[src/rtl/blk_lock_pkg.sv]
package blk_lock_pkg;
  typedef enum logic [1:0] {
    OP_NONE   = 2'b00,
    OP_LOCK   = 2'b01,
    OP_UNLOCK = 2'b10,
    OP_LDOWN  = 2'b11
  } lock_op_e;
endpackage

[src/rtl/blk_rst_sync.sv]
module blk_rst_sync #(
  parameter int STAGES = 2
) (
  input  logic clk,
  input  logic rst_n,
  output logic rst_sync_n
);
  logic [STAGES-1:0] sync_q;

  always_ff @(posedge clk or negedge rst_n) begin
    if (!rst_n) sync_q <= '0;
    else        sync_q <= {sync_q[STAGES-2:0], 1'b1};
  end

  assign rst_sync_n = sync_q[STAGES-1];
endmodule

[src/rtl/blk_lock_cell.sv]
module blk_lock_cell
  import blk_lock_pkg::*;
(
  input  logic     clk,
  input  logic     rst_n,
  input  logic     wp,
  input  logic     wp_fall,
  input  logic     hit,
  input  lock_op_e op,
  output logic     lock,
  output logic     ldn
);
  logic lock_q, ldn_q, lock_d, ldn_d, en;
  logic held;

  // Locked-down with protect low: lock bit frozen at 1
  assign held = ldn_q && !wp;

  always_comb begin
    lock_d = lock_q;
    ldn_d  = ldn_q;
    if (hit) begin
      unique case (op)
        OP_LOCK:   if (!held) lock_d = 1'b1;
        OP_UNLOCK: if (!held) lock_d = 1'b0;
        OP_LDOWN:  begin lock_d = 1'b1; ldn_d = 1'b1; end
        default:   ;
      endcase
    end
    if (wp_fall && ldn_q) lock_d = 1'b1;
  end

  assign en = hit || wp_fall;

  always_ff @(posedge clk or negedge rst_n) begin
    if (!rst_n) begin
      lock_q <= 1'b1;
      ldn_q  <= 1'b0;
    end else if (en) begin
      lock_q <= lock_d;
      ldn_q  <= ldn_d;
    end
  end

  assign lock = lock_q;
  assign ldn  = ldn_q;
endmodule

[src/rtl/blk_lock_ctrl.sv]
module blk_lock_ctrl
  import blk_lock_pkg::*;
#(
  parameter int NUM_BLKS = 6,
  parameter int IDX_W    = $clog2(NUM_BLKS)
) (
  input  logic                clk,
  input  logic                rst_n,
  input  logic                wp_i,
  input  logic                cmd_vld_i,
  input  logic [1:0]          cmd_op_i,
  input  logic [IDX_W-1:0]    cmd_idx_i,
  input  logic                req_vld_i,
  input  logic [IDX_W-1:0]    req_idx_i,
  output logic                req_allow_o,
  output logic                req_deny_o,
  input  logic [IDX_W-1:0]    rd_idx_i,
  output logic [1:0]          rd_bits_o,
  output logic [NUM_BLKS-1:0] lock_bits_o,
  output logic [NUM_BLKS-1:0] ldn_bits_o
);
  logic     rst_int_n;
  logic     wp_q;
  logic     wp_fall;
  lock_op_e op;

  blk_rst_sync #(.STAGES(2)) u_rst (
    .clk        (clk),
    .rst_n      (rst_n),
    .rst_sync_n (rst_int_n)
  );

  always_ff @(posedge clk or negedge rst_int_n) begin
    if (!rst_int_n) wp_q <= 1'b0;
    else            wp_q <= wp_i;
  end

  assign wp_fall = wp_q && !wp_i;
  assign op      = lock_op_e'(cmd_op_i);

  for (genvar b = 0; b < NUM_BLKS; b++) begin : g_blk
    blk_lock_cell u_cell (
      .clk     (clk),
      .rst_n   (rst_int_n),
      .wp      (wp_i),
      .wp_fall (wp_fall),
      .hit     (cmd_vld_i && (cmd_idx_i == IDX_W'(b))),
      .op      (op),
      .lock    (lock_bits_o[b]),
      .ldn     (ldn_bits_o[b])
    );
  end

  logic req_open;
  always_comb begin
    req_open  = 1'b0;
    rd_bits_o = 2'b00;
    for (int b = 0; b < NUM_BLKS; b++) begin
      if (req_idx_i == IDX_W'(b)) req_open = !lock_bits_o[b];
      if (rd_idx_i == IDX_W'(b))  rd_bits_o = {ldn_bits_o[b], lock_bits_o[b]};
    end
  end

  assign req_allow_o = req_vld_i && req_open;
  assign req_deny_o  = req_vld_i && !req_open;
endmodule

[config.mk]
export PLATFORM = sky130hd
export DESIGN_NAME = blk_lock_ctrl
export DESIGN_NICKNAME = d
export VERILOG_FILES = /design/src/rtl/blk_lock_pkg.sv /design/src/rtl/blk_rst_sync.sv /design/src/rtl/blk_lock_cell.sv /design/src/rtl/blk_lock_ctrl.sv
export SDC_FILE = /design/constraint.sdc
export NUM_CORES = 1
export LEC_CHECK = 0
export CORE_UTILIZATION = 55
export CTS_CLUSTER_DIAMETER = 50
export CTS_CLUSTER_SIZE = 10
export DETAILED_ROUTE_END_ITERATION = 7
export DONT_BUFFER_PORTS = 1
export PLACE_DENSITY = 0.73
export SETUP_SLACK_MARGIN = 0.05
export SLEW_MARGIN = 20
export SYNTH_ARGS = -nofsm -noshare
export SYNTH_HDL_FRONTEND = slang
export SYNTH_SLANG_ARGS = --single-unit
[constraint.sdc]
create_clock -name clk -period 1.1 [get_ports clk]
set_clock_uncertainty 0.2 [all_clocks]
set_input_delay 0 -clock clk [delete_from_list [all_inputs] [get_ports clk]]
set_output_delay 0 -clock clk [all_outputs]
set_load 0.02 [all_outputs]
==> reports/metrics.csv <==
metric;value;unit
finalCriticalPeriod;1.72;ns
clockRootBuffer;sky130_fd_sc_hd__clkbuf_4;
routed-via-count;1088;
worst-r2r-cell-count;4;
arrival;1.52;ns
final.hold.worst_slack;-0.178;ns
slew_viol_final;0;
rrSetupSlack;-0.39;ns
place.gp.congestion;0.931;
critical_path.endpoint_type;output port;
finish.net_count;160;
ys_async_sr_fraction;100;%
syn_nets;120;
regToRegEndpoint;g_blk[4].u_cell.lock;
fin_util;92.9;%
swShare;37.1;%
cts_sinks;15;
path_clk_slew;0.10;ns
intPower;0.00151;W
antenna_left;0;
grt_remaining_overflow;0;
diodes;0;
fp-row-count;15;
worstPathBufferInverterCount;1;
fp.dieArea;2010;sq um
tritoncts_buffers;3;
htreeDepth;1;
worst-slew-pin-transition;0.612;ns
critical-path-max-stage-delay;0.58;ns
irDropWorstVdd;1.25;mV
dpl-instance-area;1220;sq um
yosysWarnings;0;
relSlewSlack;59.2;%
areaGrowthSynthToFinish;59.3;%
critical_path_class;reg2out;
antenna_violations_before_repair;0;
cap_violations;0;
crit_family;flip-flops;
switchingPower;0.000888;W
grt_setup_unrepaired;yes;
drt_wl_total;3910;um
syn-mean-instance-area;9.97;sq um
insertion_delay;0.30;ns
core_region_area;1730;sq um
hp-start;cmd_op_i[1];
place_hpwl;1850;um
tns;-5.84;ns
run_status;complete, but fails checks;
routedWlPerCell;23.7;um
cts_tree;yes;
setup_slack;-0.621;ns
route.detailed.drc;0;
finalInstanceArea;1600;sq um
synth_cells;101;
die_y;44.8;um
hp-class;in2reg;
violations_in_the_final_reports;negative hold slack, negative setup slack;
max_freq;581;MHz
ys.flop_type;sky130_fd_sc_hd__dfrtp_1;
die_w;44.8;um
top_level_ports;32;
grt_overall_usage;33.6;%
number_of_search_and_repair_iterations_in_the_first_detailed_routing_pass;4;
post_route_cells_drive_above_1_share;55.7;%
worstPathCellList;nand2_1, o211ai_1, buf_4, and4_4;
hold-path-endpoint;g_blk[5].u_cell.lock;
synth.ff_latch_count;15;
start_kind;flop;
largest_net_degree_at_the_start_of_global_routing;14;
cts-root-to-sink-buffers;2;
critical_path_peak_fanout;4;
first_global_vias;986;
synthDistinctLibCells;29;
portBuffers;0;
synth.cell_area;1010;sq um
critical_path.slowest_cell;sky130_fd_sc_hd__dfstp_2;
setup_viol_count_final;21;
share_seq_of_total_power;32.5;%
timing.final.crit_share;156;%
vias_per_cell;6.59;
initial_utilization;58.3;%
power_density;1490;nW/um^2
fin_total_pwr;0.00239;W
grt_pass1_wl;4640;um
hold-path-cell-count;3;
report.final.hold_viol_count;19;
power.share.combinational;53.1;%
ys_seq_area_share;38.0;%
startpoint_of_the_lowest_slack_register_to_register_path;g_blk[4].u_cell.ldn;
crit_required;0.90;ns
synth-edff-count;0;
share_clk_of_total_power;14.4;%
post_cts_hold_fix_bufs;6;
drtIter0Drc;54;
power.static_leakage;0.741;nW
[cell type report]
| cell class | instances | area, sq um |
|---|---|---|
| well taps | 25 | 31.3 |
| inverters | 7 | 31.3 |
| flip-flops and latches | 15 | 383 |
| fillers | 62 | 123 |
| multi-input cells | 66 | 663 |
| clock inverters | 1 | 5.00 |
| clock buffers | 3 | 22.5 |
| repair buffers | 48 | 468 |
[registers in the layout, summed over array words and instances, names as in the netlist]
name / count
g_blk.u_cell.ldn: 6
g_blk.u_cell.lock: 6
u_rst.sync_q: 2
wp_q: 1
[power groups by stage]
stage	logic [W]	registers, W	clock network, W
3_3_place_gp	0.000760	0.000766	0
3_5_place_dp	0.000770	0.000769	0
5_1_grt	0.00132	0.000781	0.000359
4_1_cts	0.00105	0.000755	0.000326
6_report	0.00127	0.000779	0.000346
2_1_floorplan	0.000581	0.000755	0
[worst min-delay path: stages]
cell	delay, ns
sky130_fd_sc_hd__ha_4	0.11
sky130_fd_sc_hd__or3_4	0.13
sky130_fd_sc_hd__o211ai_1	0.08
[synth_stat cells, types with 2 or more instances]
cell	number	area (sq um)
sky130_fd_sc_hd__buf_4	12	90.1
sky130_fd_sc_hd__dfrtp_1	9	225
sky130_fd_sc_hd__nand2_1	8	30.0
sky130_fd_sc_hd__inv_1	7	26.3
sky130_fd_sc_hd__nor2b_1	7	43.8
sky130_fd_sc_hd__dfstp_2	6	158
sky130_fd_sc_hd__o211ai_1	6	45.0
sky130_fd_sc_hd__o21bai_1	6	45.0
sky130_fd_sc_hd__o41ai_1	5	43.8
sky130_fd_sc_hd__a21o_1	4	30.0
sky130_fd_sc_hd__mux2i_1	4	40.0
sky130_fd_sc_hd__nand3b_1	4	30.0
sky130_fd_sc_hd__ha_1	3	37.5
sky130_fd_sc_hd__mux4_2	2	45.0
sky130_fd_sc_hd__nor2_1	2	7.51
sky130_fd_sc_hd__o22ai_1	2	12.5
sky130_fd_sc_hd__or3_1	2	12.5
[what timing repair did]
item / in CTS / in global routing
setup endpoints to repair: 23 / 25
hold endpoints to repair: 26 / 18
gates resized for setup: 30 / 20
pin swaps: 7 / 14
cloned: 0 / 0
buffers inserted: 8 / 10
[placed cells by master, fill, tap and decap left out, drive strengths merged, types with 2 or more instances in the layout]
cell	count
or3	2
o211ai	6
dlymetal6s4s	2
dfrtp	9
o41ai	5
nand3b	4
o21ai	2
ha	3
dfstp	6
nand2	8
mux4	2
mux2i	4
inv	7
a21o	5
clkbuf	3
dlygate4sd3	3
nor2b	7
buf	43
nor2	2
o22ai	2
o21bai	6
[cell families after synthesis]
group / count (synthesis) / synth area share, %
AOI/OAI and AO/OA: 28 / 21.1
adders and majority gates: 3 / 3.73
buffers and inverters: 20 / 12.1
DFF: 15 / 38.0
muxes: 6 / 8.45
other: 1 / 0.372
and+or+nand+nor: 28 / 16.3
[worst max path at each step]
stage,from,slack (ns),depth (start not counted),endpoint
6_report,g_blk[1].u_cell.lock,-0.62,4,req_deny_o
5_1_grt,g_blk[1].u_cell.lock,-0.65,4,req_deny_o
4_1_cts,g_blk[0].u_cell.lock,-0.50,3,req_deny_o
3_5_place_dp,g_blk[0].u_cell.ldn,-0.23,3,g_blk[0].u_cell.lock
3_3_place_gp,g_blk[0].u_cell.ldn,-0.20,3,g_blk[0].u_cell.lock
2_1_floorplan,g_blk[0].u_cell.ldn,-0.18,3,g_blk[0].u_cell.lock
[through the flow]
step,cells,worst slack [ns]
after floorplan,101,-0.178
after detailed placement,142,-0.231
after global routing,165,-0.655
final,165,-0.621
after CTS,160,-0.504
after global placement,142,-0.201
[per-layer routing]
metal	wire, um	vias up	part of all wire [%]	GRT usage (%)
li1	-	442	-	-
met1	1420	524	36	37.9
met2	1860	94	47	57.9
met3	432	28	11	8.80
met4	200	0	5.1	17.6
met5	0	-	0	0
Note: power is estimated with default switching activity, not from simulation.
